==> src/rtl/bitclk_pkg.sv <==
package bitclk_pkg;

    typedef enum logic [1:0] {
        ST_OFF   = 2'd0,
        ST_LOAD  = 2'd1,
        ST_COUNT = 2'd2
    } div_state_t;

    // Width of the message timing byte and of the exponent field.
    localparam int M_W = 8;
    localparam int E_W = 3;

endpackage

==> src/rtl/bitclk_stage.sv <==
// One modulo counter of the cascade: advances on step, wraps after limit.
module bitclk_stage #(
    parameter int W = 4
) (
    input  logic         clk,
    input  logic         rst_n,
    input  logic         clr,
    input  logic         step,
    input  logic [W-1:0] limit,
    output logic         term
);
    logic [W-1:0] cnt_q;

    assign term = (cnt_q == limit);

    always_ff @(posedge clk or negedge rst_n) begin
        if (!rst_n) begin
            cnt_q <= '0;
        end else if (clr) begin
            cnt_q <= '0;
        end else if (step) begin
            cnt_q <= term ? '0 : cnt_q + 1'b1;
        end
    end
endmodule

==> src/rtl/bitclk_limits.sv <==
// Turns the captured settings into terminal values for the linear and
// power-of-two stages.
module bitclk_limits #(
    parameter int M_W   = 8,
    parameter int E_W   = 3,
    localparam int LIN_W = M_W + 2,
    localparam int POW_W = (1 << E_W) - 1
) (
    input  logic [M_W-1:0]   m_val,
    input  logic [E_W-1:0]   e_val,
    output logic [LIN_W-1:0] lin_lim,
    output logic [POW_W-1:0] pow_lim
);
    always_comb begin
        // Modulus 4m+1 means terminal value 4m.
        lin_lim = {m_val, 2'b00};
        // Modulus 2^e means terminal value 2^e - 1 (wraps correctly at e=max).
        pow_lim = (POW_W'(1) << e_val) - POW_W'(1);
    end
endmodule

==> src/rtl/bitclk_div.sv <==
module bitclk_div
    import bitclk_pkg::*;
#(
    parameter int PRE_DIV = 4
) (
    input  logic           clk,
    input  logic           rst_n,
    input  logic           run_en,
    input  logic [E_W-1:0] div_exp,
    input  logic [M_W-1:0] msg_timing,
    input  logic [M_W-1:0] addr_timing,
    output logic           tick_o,
    output logic           timing_ok_o
);
    localparam int PRE_W = $clog2(PRE_DIV);
    localparam int LIN_W = M_W + 2;
    localparam int POW_W = (1 << E_W) - 1;

    div_state_t     state_q, state_d;
    logic [M_W-1:0] sh_m_q;
    logic [E_W-1:0] sh_e_q;
    logic [M_W-1:0] m_floor;

    logic [LIN_W-1:0] lin_lim;
    logic [POW_W-1:0] pow_lim;
    logic pre_term, lin_term, pow_term;
    logic wrap, cnt_clr, capture;

    // ---- state register ----
    always_ff @(posedge clk or negedge rst_n) begin
        if (!rst_n) state_q <= ST_OFF;
        else        state_q <= state_d;
    end

    // ---- next state ----
    always_comb begin
        state_d = state_q;
        unique case (state_q)
            ST_OFF:   if (run_en) state_d = ST_LOAD;
            ST_LOAD:  state_d = run_en ? ST_COUNT : ST_OFF;
            ST_COUNT: if (!run_en) state_d = ST_OFF;
            default:  state_d = ST_OFF;
        endcase
    end

    // ---- working copies of the settings ----
    assign m_floor = (msg_timing == '0) ? M_W'(1) : msg_timing;
    assign wrap    = pre_term & lin_term & pow_term;
    assign capture = (state_q == ST_LOAD) || ((state_q == ST_COUNT) && wrap);
    assign cnt_clr = (state_q != ST_COUNT);

    always_ff @(posedge clk or negedge rst_n) begin
        if (!rst_n) begin
            sh_m_q <= M_W'(1);
            sh_e_q <= '0;
        end else if (capture) begin
            sh_m_q <= m_floor;
            sh_e_q <= div_exp;
        end
    end

    bitclk_limits #(.M_W(M_W), .E_W(E_W)) u_limits (
        .m_val   (sh_m_q),
        .e_val   (sh_e_q),
        .lin_lim (lin_lim),
        .pow_lim (pow_lim)
    );

    // ---- three cascaded stages ----
    bitclk_stage #(.W(PRE_W)) u_pre (
        .clk (clk), .rst_n (rst_n), .clr (cnt_clr), .step (1'b1),
        .limit (PRE_W'(PRE_DIV - 1)), .term (pre_term)
    );

    bitclk_stage #(.W(LIN_W)) u_lin (
        .clk (clk), .rst_n (rst_n), .clr (cnt_clr), .step (pre_term),
        .limit (lin_lim), .term (lin_term)
    );

    bitclk_stage #(.W(POW_W)) u_pow (
        .clk (clk), .rst_n (rst_n), .clr (cnt_clr), .step (pre_term & lin_term),
        .limit (pow_lim), .term (pow_term)
    );

    // ---- outputs ----
    always_comb begin
        tick_o      = (state_q == ST_COUNT) && wrap;
        timing_ok_o = (msg_timing == addr_timing);
    end
endmodule

==> config.mk <==
export PLATFORM = sky130hd
export DESIGN_NAME = bitclk_div
export DESIGN_NICKNAME = d
export VERILOG_FILES = /design/src/rtl/bitclk_pkg.sv /design/src/rtl/bitclk_stage.sv /design/src/rtl/bitclk_limits.sv /design/src/rtl/bitclk_div.sv
export SDC_FILE = /design/constraint.sdc
export NUM_CORES = 1
export LEC_CHECK = 0
export BUFFER_PORTS_ARGS = -buffer_cell sky130_fd_sc_hd__buf_4
export CAP_MARGIN = 20
export CELL_PAD_IN_SITES_DETAIL_PLACEMENT = 0
export CELL_PAD_IN_SITES_GLOBAL_PLACEMENT = 2
export CORE_ASPECT_RATIO = 0.7
export CORE_MARGIN = 2
export CORE_UTILIZATION = 33
export DETAILED_ROUTE_END_ITERATION = 7
export PLACE_DENSITY = 0.84
export SLEW_MARGIN = 20
export SYNTH_ARGS = -nofsm -noshare
export SYNTH_HDL_FRONTEND = slang
export SYNTH_SLANG_ARGS = --single-unit
export TNS_END_PERCENT = 1
==> constraint.sdc <==
create_clock -name clk -period 2.05 [get_ports clk]
set_input_delay 0.205 -clock clk [delete_from_list [all_inputs] [get_ports clk]]
set_output_delay 0.205 -clock clk [all_outputs]
set_load 0.02 [all_outputs]
Yosys cells after proc, flatten, opt, wreduce, memory -nomap -nowiden

Index checks and enable logic that the tools add are counted.

Shifts and indexed selects: 1
Bitwise logic cells: 2
Mux-type cells: 13
Add/sub/neg operators: 4
Reduce and logical (&&, ||, !) cells: 7
Equal/unequal tests: 9

Operators with widths:

| cell                                                                  | count |
|---|---|
| 10-bit 2-to-1 mux                                                     | 3 |
| 7-bit 2-to-1 mux                                                      | 3 |
| 10-bit by 1-bit adder with 10-bit output, second input constant       | 1 |
| 10-bit equality test                                                  | 1 |
| 2-bit 2-to-1 mux                                                      | 5 |
| 8-bit equality test                                                   | 1 |
| 8-bit logical NOT                                                     | 1 |
| 8-bit 2-to-1 mux                                                      | 1 |
| 7-bit by 1-bit adder with 7-bit output, second input constant         | 1 |
| 7-bit equality test                                                   | 1 |
| 1-bit by 3-bit << shifter with 7-bit output, first input constant     | 1 |
| 7-bit by 2-bit subtractor with 7-bit output, second input constant    | 1 |
| 2-bit inequality test, second input constant                          | 3 |
| 2-bit case mux with 3 select lines                                    | 1 |
| 2-bit equality test, second input constant                            | 2 |
| 2-bit nonzero test                                                    | 2 |
| 2-bit by 1-bit adder with 2-bit output, second input constant         | 1 |
| 1-bit AND                                                             | 2 |
| 2-bit by 1-bit equality test with 1-bit output, second input constant | 1 |
| 2-bit logical NOT                                                     | 1 |
| 2-bit AND reduction                                                   | 1 |
| 1-bit logical AND                                                     | 1 |
| 1-bit logical OR                                                      | 1 |

Logic and storage cells: 42
Bits in registers: 32
Output and inout bits: 2
Input port bits: 22

Longest topological paths before layout

Depth after elaboration: 6
Gate-level depth with buffers: 8
Gate-level depth less buffers: 6

By module

Synthesis repeated with hierarchy kept, for this count alone.

Cell total of the unflattened synthesis: 203
Area total of the unflattened synthesis: 2154.6 um^2

By module, submodules not included:

| module                | instances | cells an instance | seq. area each (um^2) | area each (um^2) |
|---|---|---|---|---|
| bitclk_stage at u_lin | 1         | 75                | 250.2                 | 773.2 |
| bitclk_div            | 1         | 49                | 326.6                 | 690.7 |
| bitclk_stage at u_pow | 1         | 47                | 175.2                 | 439.2 |
| bitclk_stage at u_pre | 1         | 14                | 50.0                  | 126.4 |
| bitclk_limits         | 1         | 18                | 0.0                   | 125.1 |

Least setup slack after synthesis

Ideal clock, no wire load.

Kind: register to output
From: reg sh_e_q[2]
To: out tick_o
Setup slack: -0.449 ns
Buffers on the path: 3
Data required time: 1.845 ns
Cell stages (with the launch flop): 8
Arrival time: 2.294 ns
Cell sequence: dfrtp_1 -> buf_2 -> or4_1 -> o22ai_2 -> a31oi_2 -> buf_6 -> clkbuf_1 -> nor4_1

Word-level cells in the longest chain between the ends: 5

RTL lines:

| what                                        | RTL line            | text |
|---|---|---|
| start: declaration                          | bitclk_div.sv:21    | `logic [E_W-1:0] sh_e_q;` |
| start signal: assignment                    | bitclk_div.sv:58    | `sh_e_q <= div_exp;` |
| 1-bit by 3-bit << shifter with 7-bit output | bitclk_limits.sv:18 | `pow_lim = (POW_W'(1) << e_val) - POW_W'(1);` |
| 7-bit by 2-bit subtractor with 7-bit output | bitclk_limits.sv:18 |  |
| 7-bit equality test                         | bitclk_stage.sv:14  | `assign term = (cnt_q == limit);` |
| 1-bit AND                                   | bitclk_div.sv:48    | `assign wrap = pre_term & lin_term & pow_term;` |
| 1-bit logical AND                           | bitclk_div.sv:87    | `tick_o = (state_q == ST_COUNT) && wrap;` |
| end: declaration                            | bitclk_div.sv:12    | `output logic tick_o,` |

Every way passes these cells.

Worst setup path after layout

From: reg sh_e_q[1]
To: out tick_o

Same word-level chain as after synthesis.

==> metrics.md <==
| Metric | Value |
|---|---|
| Status | finished with violations |
| Failing checks | setup timing |
| CP max stage delay | 0.53 ns |
| Top cell type by total area after synthesis | dfrtp_1 |
| Max cap viols | 0 |
| Slowest cell on crit path | or4_1 |
| Crit path DAT | 2.03 ns |
| Met2 wire len | 2380 um |
| R2r startpoint | sh_e_q[2] |
| Worst R2R Setup Slack | -0.18 ns |
| Synth-to-Final Area Change | 35.4% |
| Number of I/O port buffers | 23 |
| Largest family of logic cells by synthesized area | simple AND/OR/NAND/NOR gates |
| Clock Pin Slew Worst Setup and Hold Paths | 0.07 ns |
| Die area | 7260 um^2 |
| Data required, critical path | 1.85 ns |
| Worst Skew | 0.0123 ns |
| Yosys top cell area share | 35.7% |
| I/O pins | 24 |
| Largest net degree at the start of global routing | 33 |
| Post-DP Area | 2640 um^2 |
| # setup viols final | 13 |
| Final nets | 331 |
| Startpoint types | register |
| Synth cell types | 46 |
| Fraction of registers with async set/reset | 100% |
| First-pass GRT wire length | 9890 um |
| Fmax | 447 MHz |
| Worst-path cell chain | or4_1 -> o22ai_2 -> a31oi_4 -> buf_6 -> nor4_4 -> buf_4 |
| M1 wire length | 3200 um |
| Min-delay worst type | in -> reg |
| Hold_sp | run_en |
| Initial Util | 34.5% |
| Core area | 6310 um^2 |
| Critical path buffers and inverters | 2 |
| CP top delay family | simple AND/OR/NAND/NOR gates |
| Adder-cell share of the synthesized area | 2.30% |
| CTS Root Cell | clkbuf_8 |
| Post-DR wirelength/cell | 15.7 um |
| Post-synthesis cell area | 2170 um^2 |
| Critical path capture point type | output port |
| RSZ-0062 raised after global routing | yes |
| Number of synthesized flops with an enable pin | 0 |
| CTS sink count | 32 |
| Met3 WL | 382 um |
| Synth cell count leaders | 31 x dfrtp_1, 26 x nand2_1, 19 x nor2_1, 14 x xnor2_1, 13 x o211ai_1 |
| Row count | 24 |
| Mean Syn Cell Area | 9.09 um^2 |
| Total gr overflow | 0 |
| Critical path class | reg -> out |
| Hold-critical path depth | 2 |
| CTS tree | built |
| Reg2reg end | sh_e_q[2] |
| CTS Buffer Depth | 2 |
| Iteration-0 DRC Markers | 97 |
| Highest metal used | met4 |
| Routed via count | 2070 |
| Headroom to the max-slew limit | 67.6% |
| WHS | 0.132 ns |
| Tcrit/Tclk final | 109% |
| Num CTS Buffers | 5 |
| Antenna violations before repair | 0 |
| Final HPWL DP | 4210 um |
| Hold Path End | state_q[1] |
| Simple-gate share of the synthesized area | 23.1% |
| Slew Limit Fails | 0 |
| Fraction of the yosys area taken by sequential cells | 36.9% |
| Worst-margin pin slew | 0.487 ns |
| Vias in the first global route | 1918 |
| Post-synth net total | 265 |
| Worst vdd ir | 0.284 mV |
| R2R cell count | 7 |
| Pwr dens | 826 nW/um^2 |
| Final design instance area without fill | 2940 um^2 |
| Vias per inst | 5.39 |
| Mux share of post-synthesis cell area | 0.461% |
| Height of the die | 71.9 um |
| Final Critical Period | 2.24 ns |
| Global-route usage over all layers | 17.6% |
| Most frequent cell after synthesis | dfrtp_1 |
| Complex-gate fraction of the synthesized area | 22.7% |
| Yosys reg bits | 32 |
| Crit Path Max Fanout | 5 |
| H-Tree Depth | 2 |
| Final antenna-violating net count | 0 |
| Setup TNS | -1.47 ns |
| Die X | 101 um |
| Leak Pwr | 0.00123 uW |
| Routed wire length | 6010 um |
| Final worst setup slack | -0.189 ns |
| Worst-skew pair later-pin latency | 0.30 ns |
| Antenna cell count | 0 |
| Power, Total | 2430 uW |
| Final hold viol count | 0 |
| Ranking of synthesized cells by area | dfrtp_1 36%, xnor2_1 5.6%, nand2_1 4.5%, o211ai_1 4.5%, xor2_1 3.6% |
| Placer Congestion | 0.774 |
| Instance count on the critical path | 6 |
| Synthesized instance count | 239 |
| XOR/XNOR share of the synthesized area | 9.27% |
| DRC Markers | 0 |
| Main synth FF type | dfrtp_1 |
| Share of layout cells above drive strength 1 | 32.0% |
| DR pass1 iterations | 4 |
| Yosys warning count | 0 |
[logic make-up after synthesis]
kind of cell	count (synthesis)
buffers and inverters	23
AND/OR/NAND/NOR	96
multiplexers	1
AO/OA/AOI/OAI	60
flip-flops	32
XOR/XNOR	23
adder cells (fa/ha/maj)	4
[report_power, final]
group          switching, uW  internal (uW)
sequential              97.0            714
combinational            487            518
clock                    255            361
[layout make-up]
cell class | instances | area (um^2)
clock buffer | 6 | 72.6
multi-input combinational | 184 | 1330
inverter | 8 | 30.0
timing repair buffer | 74 | 581
sequential | 32 | 802
clock inverter | 2 | 35.0
fill | 619 | 3360
tap | 78 | 97.6
[flip-flops by register name, summed over array words and instances, names as in the netlist]
signal	cells
u_pow.cnt_q	7
sh_m_q	8
state_q	2
u_pre.cnt_q	2
sh_e_q	3
u_lin.cnt_q	10
[worst max path at each step]
stage | to | slack, ns | startpoint
final | tick_o | -0.19 | sh_e_q[1]
after global routing | tick_o | -0.27 | sh_e_q[1]
after CTS | tick_o | -0.20 | sh_e_q[2]
after detailed placement | sh_m_q[7] | -0.12 | sh_e_q[2]
after global placement | sh_m_q[7] | -0.07 | sh_e_q[2]
after floorplan | tick_o | -0.07 | u_pow.cnt_q[3]
[cells in the final DEF, fill, tap and decap left out, types with 3 or more instances in the layout]
master    instances
a21oi_1           7
inv_1             8
a22o_1            8
a31oi_1           4
nor3_2            3
xor2_1            9
nor2_1           18
nand3_1           9
ha_1              4
nand2_1          26
o211ai_1         13
or4_1             3
and2_1            3
buf_6             6
clkbuf_8          5
o21ai_0           4
xnor2_1          14
o311a_1           7
dfrtp_1          31
a311o_1           6
nand4_1           4
nor3_1            6
a22oi_1           4
and3_1            3
buf_4            67
[what timing repair did]
item | 4_1_cts | 5_1_grt
pin swaps | 16 | 11
cloned | 0 | 0
gates resized for setup | 9 | 7
buffers inserted | 14 | 3
hold buffers | 1 | 0
endpoints found under the setup margin | 13 | 19
endpoints found under the hold margin | 31 | 0
[through the flow]
stage	cells	util, %	worst slack [ns]
2_1_floorplan	239	-	-0.0684
6_report	384	46.7	-0.189
3_5_place_dp	360	41.8	-0.117
4_1_cts	383	46.0	-0.196
5_1_grt	384	46.7	-0.268
3_3_place_gp	360	41.8	-0.0680
[worst register-to-register path: stages (launching register included)]
cell and delay [ns]:
dfrtp_1 0.42, or4b_4 0.55, a21oi_4 0.19, o32ai_4 0.11, buf_6 0.13, buf_6 0.12
o311a_1 0.28, a311o_1 0.31
[metal layers]
metal	GRT usage (%)	vias up
met5	0	-
met4	4.05	0
met3	4.53	6
met2	24.0	52
met1	27.4	986
li1	-	1026
(Power assumes the default switching activity.)
